<file path="src/rtl/irq_hub_pkg.sv">
package irq_hub_pkg;

    typedef enum logic {
        PIN_LOW  = 1'b0,
        PIN_HIGH = 1'b1
    } pin_state_t;

    typedef enum logic {
        LN_QUIET  = 1'b0,
        LN_ACTIVE = 1'b1
    } line_state_t;

    typedef enum logic {
        EDGE_RISE = 1'b0,
        EDGE_FALL = 1'b1
    } edge_sel_t;

endpackage

</file>
<file path="src/rtl/irq_pin_edge.sv">
module irq_pin_edge
    import irq_hub_pkg::*;
#(
    parameter int SYNC_STAGES = 2
) (
    input  logic clk,
    input  logic rst_n,
    input  logic pin_async,
    input  logic fall_sel,
    output logic edge_ev
);

    logic [SYNC_STAGES-1:0] sync_q;
    logic                   pin_s;
    pin_state_t             state_q;
    pin_state_t             state_d;
    logic                   rise_seen;
    logic                   fall_seen;

    // Synchronizer chain; the last stage feeds the edge state machine.
    always_ff @(posedge clk or negedge rst_n) begin
        if (!rst_n) begin
            sync_q <= '0;
        end else begin
            sync_q <= {sync_q[SYNC_STAGES-2:0], pin_async};
        end
    end

    assign pin_s = sync_q[SYNC_STAGES-1];

    // State register.
    always_ff @(posedge clk or negedge rst_n) begin
        if (!rst_n) begin
            state_q <= PIN_LOW;
        end else begin
            state_q <= state_d;
        end
    end

    // Next-state logic.
    always_comb begin
        state_d = state_q;
        unique case (state_q)
            PIN_LOW:  if (pin_s)  state_d = PIN_HIGH;
            PIN_HIGH: if (!pin_s) state_d = PIN_LOW;
        endcase
    end

    // Outputs: an edge is reported on the cycle in which the state changes.
    always_comb begin
        rise_seen = 1'b0;
        fall_seen = 1'b0;
        unique case (state_q)
            PIN_LOW:  rise_seen = pin_s;
            PIN_HIGH: fall_seen = !pin_s;
        endcase
        edge_ev = (edge_sel_t'(fall_sel) == EDGE_FALL) ? fall_seen : rise_seen;
    end

endmodule

</file>
<file path="src/rtl/irq_line_merge.sv">
module irq_line_merge
    import irq_hub_pkg::*;
#(
    parameter int NSRC = 3
) (
    input  logic            clk,
    input  logic            rst_n,
    input  logic [NSRC-1:0] src_ev,
    input  logic            mask_wr,
    input  logic [NSRC-1:0] mask_wdata,
    input  logic            clr_rd,
    output logic [NSRC-1:0] flags,
    output logic [NSRC-1:0] masks,
    output logic            rise_ev
);

    logic [NSRC-1:0] flag_q;
    logic [NSRC-1:0] mask_q;
    logic            level;
    line_state_t     state_q;
    line_state_t     state_d;

    // Pending flags: a clearing read empties them, and a new event always wins.
    always_ff @(posedge clk or negedge rst_n) begin
        if (!rst_n) begin
            flag_q <= '0;
        end else begin
            flag_q <= (flag_q & ~{NSRC{clr_rd}}) | src_ev;
        end
    end

    always_ff @(posedge clk or negedge rst_n) begin
        if (!rst_n) begin
            mask_q <= '0;
        end else if (mask_wr) begin
            mask_q <= mask_wdata;
        end
    end

    assign level = |(flag_q & mask_q);

    // State register.
    always_ff @(posedge clk or negedge rst_n) begin
        if (!rst_n) begin
            state_q <= LN_QUIET;
        end else begin
            state_q <= state_d;
        end
    end

    // Next-state logic.
    always_comb begin
        state_d = state_q;
        unique case (state_q)
            LN_QUIET:  if (level)  state_d = LN_ACTIVE;
            LN_ACTIVE: if (!level) state_d = LN_QUIET;
        endcase
    end

    // Output: the set event is issued on the transition from quiet to active.
    always_comb begin
        rise_ev = 1'b0;
        unique case (state_q)
            LN_QUIET:  rise_ev = level;
            LN_ACTIVE: rise_ev = 1'b0;
        endcase
    end

    assign flags = flag_q;
    assign masks = mask_q;

endmodule

</file>
<file path="src/rtl/irq_req_bank.sv">
module irq_req_bank #(
    parameter int NREQ = 5
) (
    input  logic            clk,
    input  logic            rst_n,
    input  logic [NREQ-1:0] set_ev,
    input  logic [NREQ-1:0] ack,
    input  logic            req_wr,
    input  logic [NREQ-1:0] req_wdata,
    input  logic            ena_wr,
    input  logic [NREQ-1:0] ena_wdata,
    output logic [NREQ-1:0] req_q,
    output logic [NREQ-1:0] ena_q,
    output logic [NREQ-1:0] irq_out
);

    // Per-bit priority: hardware set, then acknowledge, then software write.
    for (genvar k = 0; k < NREQ; k++) begin : g_bit
        always_ff @(posedge clk or negedge rst_n) begin
            if (!rst_n) begin
                req_q[k] <= 1'b0;
            end else if (set_ev[k]) begin
                req_q[k] <= 1'b1;
            end else if (ack[k]) begin
                req_q[k] <= 1'b0;
            end else if (req_wr) begin
                req_q[k] <= req_wdata[k];
            end
        end
    end

    always_ff @(posedge clk or negedge rst_n) begin
        if (!rst_n) begin
            ena_q <= '0;
        end else if (ena_wr) begin
            ena_q <= ena_wdata;
        end
    end

    assign irq_out = req_q & ena_q;

endmodule

</file>
<file path="src/rtl/irq_flag_hub.sv">
module irq_flag_hub
    import irq_hub_pkg::*;
#(
    parameter int               ADDR_W       = 8,
    parameter int               DATA_W       = 8,
    parameter int               NUM_PINS     = 2,
    parameter int               NUM_LINES    = 3,
    parameter int               SRC_PER_LINE = 3,
    parameter int               SYNC_STAGES  = 2,
    parameter logic [ADDR_W-1:0] ADDR_REQ    = 8'hC0,
    parameter logic [ADDR_W-1:0] ADDR_ENA    = 8'hC1,
    parameter logic [ADDR_W-1:0] ADDR_CTL    = 8'hC2,
    parameter logic [ADDR_W-1:0] ADDR_LINE0  = 8'hC4
) (
    input  logic                              clk,
    input  logic                              rst_n,
    input  logic [ADDR_W-1:0]                 bus_addr,
    input  logic                              bus_wr,
    input  logic                              bus_rd,
    input  logic [DATA_W-1:0]                 bus_wdata,
    output logic [DATA_W-1:0]                 bus_rdata,
    input  logic [NUM_PINS-1:0]               pin_in,
    input  logic [NUM_LINES*SRC_PER_LINE-1:0] src_ev,
    input  logic [NUM_PINS+NUM_LINES-1:0]     irq_ack,
    output logic [NUM_PINS+NUM_LINES-1:0]     irq_req
);

    localparam int NUM_REQ  = NUM_PINS + NUM_LINES;
    localparam int REQ_LSB  = 1;
    localparam int MASK_LSB = DATA_W / 2;
    localparam int NSRC_ALL = NUM_LINES * SRC_PER_LINE;

    logic                hit_req;
    logic                hit_ena;
    logic                hit_ctl;
    logic [NUM_PINS-1:0] ctl_q;
    logic [NUM_REQ-1:0]  set_ev;
    logic [NUM_REQ-1:0]  req_q;
    logic [NUM_REQ-1:0]  ena_q;
    logic [NUM_LINES-1:0] line_hit;
    logic [NUM_LINES-1:0] line_clr;
    logic [NSRC_ALL-1:0]  line_flags;
    logic [NSRC_ALL-1:0]  line_masks;

    assign hit_req = (bus_addr == ADDR_REQ);
    assign hit_ena = (bus_addr == ADDR_ENA);
    assign hit_ctl = (bus_addr == ADDR_CTL);

    always_ff @(posedge clk or negedge rst_n) begin
        if (!rst_n) begin
            ctl_q <= '0;
        end else if (bus_wr && hit_ctl) begin
            ctl_q <= bus_wdata[NUM_PINS-1:0];
        end
    end

    for (genvar p = 0; p < NUM_PINS; p++) begin : g_pin
        irq_pin_edge #(
            .SYNC_STAGES (SYNC_STAGES)
        ) u_pin (
            .clk       (clk),
            .rst_n     (rst_n),
            .pin_async (pin_in[p]),
            .fall_sel  (ctl_q[p]),
            .edge_ev   (set_ev[p])
        );
    end

    for (genvar l = 0; l < NUM_LINES; l++) begin : g_line
        localparam logic [ADDR_W-1:0] LINE_ADDR = ADDR_LINE0 + ADDR_W'(l);

        assign line_hit[l] = (bus_addr == LINE_ADDR);
        assign line_clr[l] = bus_rd && line_hit[l];

        irq_line_merge #(
            .NSRC (SRC_PER_LINE)
        ) u_line (
            .clk        (clk),
            .rst_n      (rst_n),
            .src_ev     (src_ev[l*SRC_PER_LINE +: SRC_PER_LINE]),
            .mask_wr    (bus_wr && line_hit[l]),
            .mask_wdata (bus_wdata[MASK_LSB +: SRC_PER_LINE]),
            .clr_rd     (line_clr[l]),
            .flags      (line_flags[l*SRC_PER_LINE +: SRC_PER_LINE]),
            .masks      (line_masks[l*SRC_PER_LINE +: SRC_PER_LINE]),
            .rise_ev    (set_ev[NUM_PINS + l])
        );
    end

    irq_req_bank #(
        .NREQ (NUM_REQ)
    ) u_bank (
        .clk       (clk),
        .rst_n     (rst_n),
        .set_ev    (set_ev),
        .ack       (irq_ack),
        .req_wr    (bus_wr && hit_req),
        .req_wdata (bus_wdata[REQ_LSB +: NUM_REQ]),
        .ena_wr    (bus_wr && hit_ena),
        .ena_wdata (bus_wdata[REQ_LSB +: NUM_REQ]),
        .req_q     (req_q),
        .ena_q     (ena_q),
        .irq_out   (irq_req)
    );

    // Read path: zero when idle or unmapped.
    always_comb begin
        bus_rdata = '0;
        if (bus_rd) begin
            if (hit_req) begin
                bus_rdata[REQ_LSB +: NUM_REQ] = req_q;
            end else if (hit_ena) begin
                bus_rdata[REQ_LSB +: NUM_REQ] = ena_q;
            end else if (hit_ctl) begin
                bus_rdata[NUM_PINS-1:0] = ctl_q;
            end else begin
                for (int l = 0; l < NUM_LINES; l++) begin
                    if (line_hit[l]) begin
                        bus_rdata[0 +: SRC_PER_LINE] =
                            line_flags[l*SRC_PER_LINE +: SRC_PER_LINE];
                        bus_rdata[MASK_LSB +: SRC_PER_LINE] =
                            line_masks[l*SRC_PER_LINE +: SRC_PER_LINE];
                    end
                end
            end
        end
    end

endmodule

</file>
<file path="config.mk">
export PLATFORM = sky130hd
export DESIGN_NAME = irq_flag_hub
export DESIGN_NICKNAME = d
export VERILOG_FILES = /design/src/rtl/irq_hub_pkg.sv /design/src/rtl/irq_pin_edge.sv /design/src/rtl/irq_line_merge.sv /design/src/rtl/irq_req_bank.sv /design/src/rtl/irq_flag_hub.sv
export SDC_FILE = /design/constraint.sdc
export NUM_CORES = 1
export LEC_CHECK = 0
export ABC_AREA = 1
export ABC_CLOCK_PERIOD_IN_PS = 1590
export BUFFER_PORTS_ARGS = -buffer_cell sky130_fd_sc_hd__clkbuf_2
export CAP_MARGIN = 25
export CORE_MARGIN = 5
export CORE_UTILIZATION = 53
export CTS_CLUSTER_DIAMETER = 120
export DETAILED_ROUTE_END_ITERATION = 16
export GPL_TIMING_DRIVEN = 0
export PLACE_DENSITY_LB_ADDON = 0.12
export SETUP_SLACK_MARGIN = 0.05
export SLEW_MARGIN = 20
export SYNTH_ARGS = -nofsm -noshare
export SYNTH_HDL_FRONTEND = slang
export SYNTH_SLANG_ARGS = --single-unit
</file>
<file path="constraint.sdc">
create_clock -name clk -period 1.59 [get_ports clk]
set_clock_uncertainty 0.2 [all_clocks]
set_input_delay 0.2385 -clock clk [delete_from_list [all_inputs] [get_ports clk]]
set_output_delay 0.2385 -clock clk [all_outputs]
set_load 0.01 [all_outputs]
</file>
==> summary.txt, run 1 <==
RR Endpoint -> u_bank.req_q[3]$_DFFE_PN0P_
Synth area leader -> dfrtp_1
Congestion Overflow GR -> 0
Via count -> 1952
H-tree depth -> 2
GPL Wtd Cong -> 0.910
FF-to-FF path depth -> 6
Die height -> 71.7 um
Wire per inst -> 14.2 um
Top-Level Pins -> 49
Antenna Nets Post-Route -> 0
Dpl ws -> -0.338 ns
Syn nets -> 285
Failing checks -> negative setup slack
Antenna violations before repair -> 0
Post-synthesis cell type count -> 26
Slowest cell on the critical path -> nor2_4
Critical Path Max Stage Delay -> 0.23 ns
Worst EP arrival -> 1.47 ns
Mapped Area -> 2010 um^2
Core Box Area -> 3660 um^2
Family with the most delay on the worst path -> simple AND/OR/NAND/NOR gates
Post-Syn Instances -> 249
Crit path launch -> bus_addr[5]
TritonCTS clock tree -> done
Starting density of the core -> 55.0%
RR Startpoint -> g_line[1].u_line.flags[2]$_DFF_PN0_
Setup crit start kind -> input port
Register bit total from synthesis -> 39
FF-to-FF setup slack -> 0.24 ns
Status -> finished, violations left
Tcrit/Tclk final -> 120%
Row count -> 22
Async SR Flop Fraction -> 100%
Max Cap Viol -> 0
Maximum fanout along the worst path -> 6
Most frequent cell after synthesis -> nand2_1
EDFF count, synth -> 0
Avg Cell Area, Syn -> 8.09 um^2
WL final -> 5.34 mm
Vias in the first global route -> 1901
NumNets Final -> 362
Final Max Tran Viols -> 0
Ant. Diodes -> 0
Clock-pin transition on the worst setup and hold timing paths -> 0.07 ns
Register area -> 976 um^2
Post-route cell area -> 2790 um^2
Input/output buffers -> 45
Hold depth -> 3
Seq/Total Area, Yosys -> 48.4%
Tightest Hold Check Type -> input port to flip-flop
Routed vias/inst -> 5.21
RSZ-0062 raised after global routing -> true
Root buf cell -> clkbuf_8
CP bufs+invs -> 4
CTS sink cnt -> 39
CTS buffer count -> 5
CTS max path bufs -> 2
Largest net degree at the start of global routing -> 40
Synthesis-to-layout area growth -> 38.7%
Synth Warn # -> 0
Gr usage total -> 21.2%
Slack of the critical path -> -0.316 ns
TritonRoute pass-1 iters -> 4
Ranking of synthesized cells by area -> dfrtp_1 48%, nand2_1 10%, inv_1 7.3%, o21ai_0 4.0%, o21bai_1 3.4%
Die X -> 71.7 um
Layout filler cell count -> 280
Crit path kind -> input port to primary output
Fin util -> 76.3%
Global-route wire length before repair -> 8.49 mm
P_leak -> 1.48 nW
Placed inst area -> 2320 um^2
Residual DRC -> 0
Synth top cells by count -> 56 x nand2_1, 39 x dfrtp_1, 39 x inv_1
Clock period minus worst slack -> 1.91 ns
Max frequency -> 525 MHz
CP Depth -> 11
Maximum vdd drop -> 612 uV
Final TNS setup -> -1.88 ns
Critical Path End Type -> primary output
CP required -> 1.15 ns
Power, Total -> 2.23 mW
Share of the synthesized area in the top cell type -> 48.4%
Power Density -> 797 nW/um^2
Share of layout cells above drive strength 1 -> 33.9%
Final setup viols -> 7
Area of the multi-input gates -> 925 um^2
Most used DFF post-synth -> dfrtp_1
Final hold violation count -> 0
DRT iter0 DRCs -> 126
Die area -> 5130 um^2
Clock Latency Late Sink -> 0.30 ns
Crit path to -> bus_rdata[2]
Cell Chain, Critical Path -> buf_6 > inv_2 > nand2_2 > nor2_4 > nand2_4 > nor2_4 > buf_6 > o21a_1 > nor2_1 > nor2_2 > buf_2
DPL Wire Length -> 3.65 mm
==> per-layer routing <==
layer	GRT usage (%)	vias to the layer above	routed length, um
met4	10.6	0	123
met3	3.93	14	429
met2	34.4	76	2670
met1	27.0	904	2120
met5	0	-	0
li1	-	958	-
==> power by group <==
part	total, mW	switching, mW	internal [mW]
registers	1.09	0.0411	1.05
logic	0.292	0.160	0.133
clock network	0.845	0.338	0.507
==> flip-flops by register name, summed over array words and instances, names as in the netlist <==
name,cells
ctl_q,2
g_line.u_line.flags,9
g_line.u_line.masks,9
g_line.u_line.state_q,3
g_pin.u_pin.state_q,2
g_pin.u_pin.sync_q,4
u_bank.ena_q,5
u_bank.req_q,5
==> placed cells by master (no fill, tap or decap), drive strengths merged <==
master / count
a21oi: 5
clkinv: 1
nand3b: 4
buf: 23
dlygate4sd3: 14
nor2: 20
inv: 49
clkbuf: 42
o2111ai: 1
nand3: 10
o21bai: 9
o211ai: 5
o21ai: 28
dfrtp: 39
and3: 2
o21a: 1
nand4: 9
conb: 1
bufinv: 1
nand2: 58
a31oi: 3
o22ai: 2
==> layout make-up <==
class	count	share of cell area, %
sequential	39	34.9
clock inverter	2	1.25
buffer	3	0.940
timing repair buffer	70	18.0
clock buffer	6	2.96
multi-input combinational	158	33.1
inverter	49	6.67
tap	48	2.15
==> worst min-delay path, delay by kind of cell <==
family / cells / cell delay, ns
AND/OR/NAND/NOR: 1 / 0.09
AO/OA/AOI/OAI: 1 / 0.05
buffers and inverters: 1 / 0.08
==> cell families (layout without fill, tap and decap cells) <==
family                 after synthesis  after routing  synth area share (%)
other                                1              1                 0.186
DFF                                 39             39                  48.4
buffers and inverters               52            130                  10.1
AOI/OAI and AO/OA                   54             54                  16.3
and+or+nand+nor                    103            103                  24.9
==> metrics by stage <==
| step | hold WS, ns | instances |
|---|---|---|
| CTS | 0.00349 | 373 |
| finish | 0.00360 | 375 |
| global placement | 0.132 | 342 |
| detailed placement | 0.135 | 342 |
| floorplan | -0.257 | 249 |
| global route | 0.00547 | 375 |
==> what timing repair did <==
item | CTS | global route
setup buffers | 9 | 2
endpoints found under the setup margin | 7 | 12
gates resized for setup | 19 | 24
endpoints found under the hold margin | 53 | 0
pin swaps | 12 | 16
hold buffers | 14 | 0
==> worst min-delay path by stage <==
| stage | slack (ns) | startpoint | to |
|---|---|---|---|
| final | 0.004 | bus_wdata[0] | ctl_q[0]$_DFFE_PN0P_ |
| after global routing | 0.005 | bus_wdata[0] | ctl_q[0]$_DFFE_PN0P_ |
| after CTS | 0.003 | bus_wdata[0] | ctl_q[0]$_DFFE_PN0P_ |
| after detailed placement | 0.13 | g_pin[1].u_pin.sync_q[0]$_DFF_PN0_ | g_pin[1].u_pin.sync_q[1]$_DFF_PN0_ |
| after global placement | 0.13 | g_pin[1].u_pin.sync_q[0]$_DFF_PN0_ | g_pin[1].u_pin.sync_q[1]$_DFF_PN0_ |
| after floorplan | -0.26 | rst_n | ctl_q[0]$_DFFE_PN0P_ |
Power figures use the tool's default switching activity.
==> run 2: changes to the inputs <==
==> constraint.sdc (replaced) <==
create_clock -name clk -period 1.59 [get_ports clk]
set_clock_uncertainty 0.2 [all_clocks]
set_input_delay 0.318 -clock clk [delete_from_list [all_inputs] [get_ports clk]]
set_output_delay 0.318 -clock clk [all_outputs]
set_load 0.01 [all_outputs]
==> run 2 against run 1 <==
  * The flow still finishes with violations (negative setup slack)
  * Via count shrank 2.5%
  * Power shrank 10%
  * Clock power shrank 26%
  * Largest power group unchanged
==> summary.txt, run 2 (synthesis gave the netlist of run 1 again) <==
Internal Pwr Total -> 1.48 mW (-13%)
Congestion Overflow GR -> 0 (unchanged)
Clock Latency Late Sink -> 0.28 ns (-0.02 ns)
Antenna Nets Post-Route -> 0 (unchanged)
DPL Wire Length -> 3.69 mm (+1.1%)
Routed vias/inst -> 5.22 (+0.21%)
CTS buffer count -> 5 (unchanged)
Seq pwr share -> 54.5% (+5.6 points)
Cell Chain, Critical Path -> clkbuf_16 > inv_12 > nand2_4 > nor2_4 > buf_6 > nand3_2 > o211ai_1 > nor2_1 > nor2_2 > buf_2
Antenna violations before repair -> 0 (unchanged)
Switching power total -> 520 uW (-3.5%)
Final Max Tran Viols -> 0 (unchanged)
Critical Path Max Stage Delay -> 0.26 ns (+0.03 ns)
Crit path launch -> bus_addr[4]
Via count -> 1904 (-2.5%)
FF-to-FF path depth -> 6 (unchanged)
Final cell count without fillers -> 365 (-2.7%)
Crit path kind -> input port to primary output
H-tree depth -> 2 (unchanged)
Commonest non-fill, non-tap cells in the layout -> 46 x nand2_1, 39 x inv_1, 39 x dfrtp_1, 36 x clkbuf_2, 14 x o21ai_1
Critical Path End Type -> primary output
Residual DRC -> 0 (unchanged)
Gr usage total -> 20.3% (-0.94 points)
Max Cap Viol -> 0 (unchanged)
Clock period minus worst slack -> 2.04 ns (+0.137 ns)
Slack of the critical path -> -0.453 ns (-0.137 ns)
Die area -> 5130 um^2 (unchanged)
Dpl ws -> -0.553 ns (-0.215 ns)
WL final -> 5.05 mm (-5.5%)
Clock-pin transition on the worst setup and hold timing paths -> 0.07 ns (about the same)
Net Sw Frac -> 26.0% (+1.8 points)
Synthesis-to-layout area growth -> 35.3%
Headroom to the max-slew limit -> 65.7%
Maximum fanout along the worst path -> 6 (unchanged)
Starting density of the core -> 55.0% (unchanged)
Die height -> 71.7 um (unchanged)
Setup crit start kind -> input port
Top-Level Pins -> 49 (unchanged)
Wire per inst -> 13.8 um (-2.9%)
Hold path start -> src_ev[6]
Vias in the first global route -> 1841 (-3.2%)
TritonRoute pass-1 iters -> 4 (unchanged)
Clock power frac -> 31.3% (-6.7 points)
Final hold violation count -> 0 (unchanged)
Failing checks -> negative setup slack
Crit path to -> bus_rdata[2]
Ant. Diodes -> 0 (unchanged)
Maximum vdd drop -> 626 uV (+2.3%)
Worst EP arrival -> 1.52 ns (+0.05 ns)
CTS sink cnt -> 39 (unchanged)
Row count -> 22 (unchanged)
Power Density -> 733 nW/um^2 (-8.1%)
RR Startpoint -> g_line[2].u_line.flags[2]$_DFF_PN0_
Global-route wire length before repair -> 8.25 mm (-2.8%)
CP required -> 1.07 ns (-0.08 ns)
Input/output buffers -> 45 (unchanged)
CTS max path bufs -> 2 (unchanged)
P_leak -> 1.43 nW (-2.8%)
Final setup viols -> 7 (unchanged)
Share of layout cells above drive strength 1 -> 36.0% (+2.0 points)
Tcrit/Tclk final -> 128% (+8.6 points)
Core Box Area -> 3660 um^2 (unchanged)
Slowest cell on the critical path -> o211ai_1
Root buf cell -> clkbuf_8
Placed cells -> 342 (unchanged)
Largest net degree at the start of global routing -> 40 (unchanged)
RSZ-0062 raised after global routing -> true
TritonCTS clock tree -> done
RR Endpoint -> u_bank.req_q[4]$_DFFE_PN0P_
NumNets Final -> 352 (-2.8%)
Status -> finished, violations left
GPL Wtd Cong -> 0.953 (+4.7%)
DRT iter0 DRCs -> 99 (-21%)
Max frequency -> 490 MHz (-6.7%)
Commonest non-fill, non-tap cell in the layout -> nand2_1
Die X -> 71.7 um (unchanged)
Combinational share of power -> 14.2% (+1.1 points)
Slew @ Worst Pin -> 0.515 ns
FF-to-FF setup slack -> 0.28 ns (+0.04 ns)
Tightest Hold Check Type -> input port to flip-flop
## run 2: cell count changes in the layout (fill, tap and decap cells not counted), moves of 4 or more
cell and change:
nand2_4 +4, buf_4 +4, dlygate4sd3_1 -11, nand2_1 -5, buf_6 -6
## run 2: area by class of cell
class	count	area [um^2]
buffer	3	26.3
clock buffer	7	76.3
clock inverter	1	5.00
fill	293	936
inverter	49	206
multi-input combinational	158	961
sequential	39	976
tap	48	60.1
timing repair buffer	60	414
## run 2: metal layers
| layer | up-vias | routed length, um | global-route usage [%] |
|---|---|---|---|
| met3 | 12 | 298 | 3.65 |
| met1 | 898 | 2240 | 27.8 |
| met4 | 0 | 97 | 6.47 |
| met2 | 59 | 2420 | 32.6 |
| li1 | 935 | - | - |
| met5 | - | 0 | 0 |
## run 2: how the worst min path moves through the flow
stage                                     endpoint  slack (ns)  cells past startpoint
5_1_grt        g_line[2].u_line.flags[1]$_DFF_PN0_        0.03                      2
4_1_cts        g_line[1].u_line.flags[2]$_DFF_PN0_       0.006                      1
6_report       g_line[2].u_line.flags[0]$_DFF_PN0_        0.03                      2
3_3_place_gp    g_pin[1].u_pin.sync_q[1]$_DFF_PN0_        0.13                      0
2_1_floorplan                 ctl_q[0]$_DFFE_PN0P_       -0.18                      0
3_5_place_dp    g_pin[0].u_pin.sync_q[1]$_DFF_PN0_        0.14                      0
## run 2: per-stage QoR
| stage | total power, mW | TNS [ns] | cell area, um^2 | hold slack (ns) | util, % |
|---|---|---|---|---|---|
| finish | 2.00 | -3.02 | 2730 | 0.0276 | 74.4 |
| global route | 2.10 | -3.50 | 2730 | 0.0298 | 74.4 |
| CTS | 1.99 | -3.12 | 2650 | 0.00622 | 72.3 |
| detailed placement | 1.35 | -6.80 | 2380 | 0.137 | 65.0 |
| global placement | 1.34 | -6.73 | 2380 | 0.133 | 65.0 |
| floorplan | 1.24 | -0.346 | 2090 | -0.178 | - |
## run 2: power by group through the flow
stage | Clock, mW | Combinational [mW] | Sequential [mW]
2_1_floorplan | 0 | 0.143 | 1.09
3_3_place_gp | 0 | 0.238 | 1.10
3_5_place_dp | 0 | 0.248 | 1.11
4_1_cts | 0.636 | 0.272 | 1.09
5_1_grt | 0.682 | 0.319 | 1.10
6_report | 0.624 | 0.284 | 1.09
## run 2: critical path, delay by kind of cell
kind	cells	cell delay [ns]
AND/OR/NAND/NOR	5	0.48
AO/OA/AOI/OAI	1	0.26
buffers and inverters	4	0.46
## run 2: timing repair
action / in CTS / in global routing
endpoints found under the hold margin: 2 / 18
gates cloned: 0 / 0
buffers inserted: 10 / 2
hold buffers: 2 / 1
pin swaps: 17 / 10
resized for setup: 16 / 19
endpoints found under the setup margin: 12 / 19
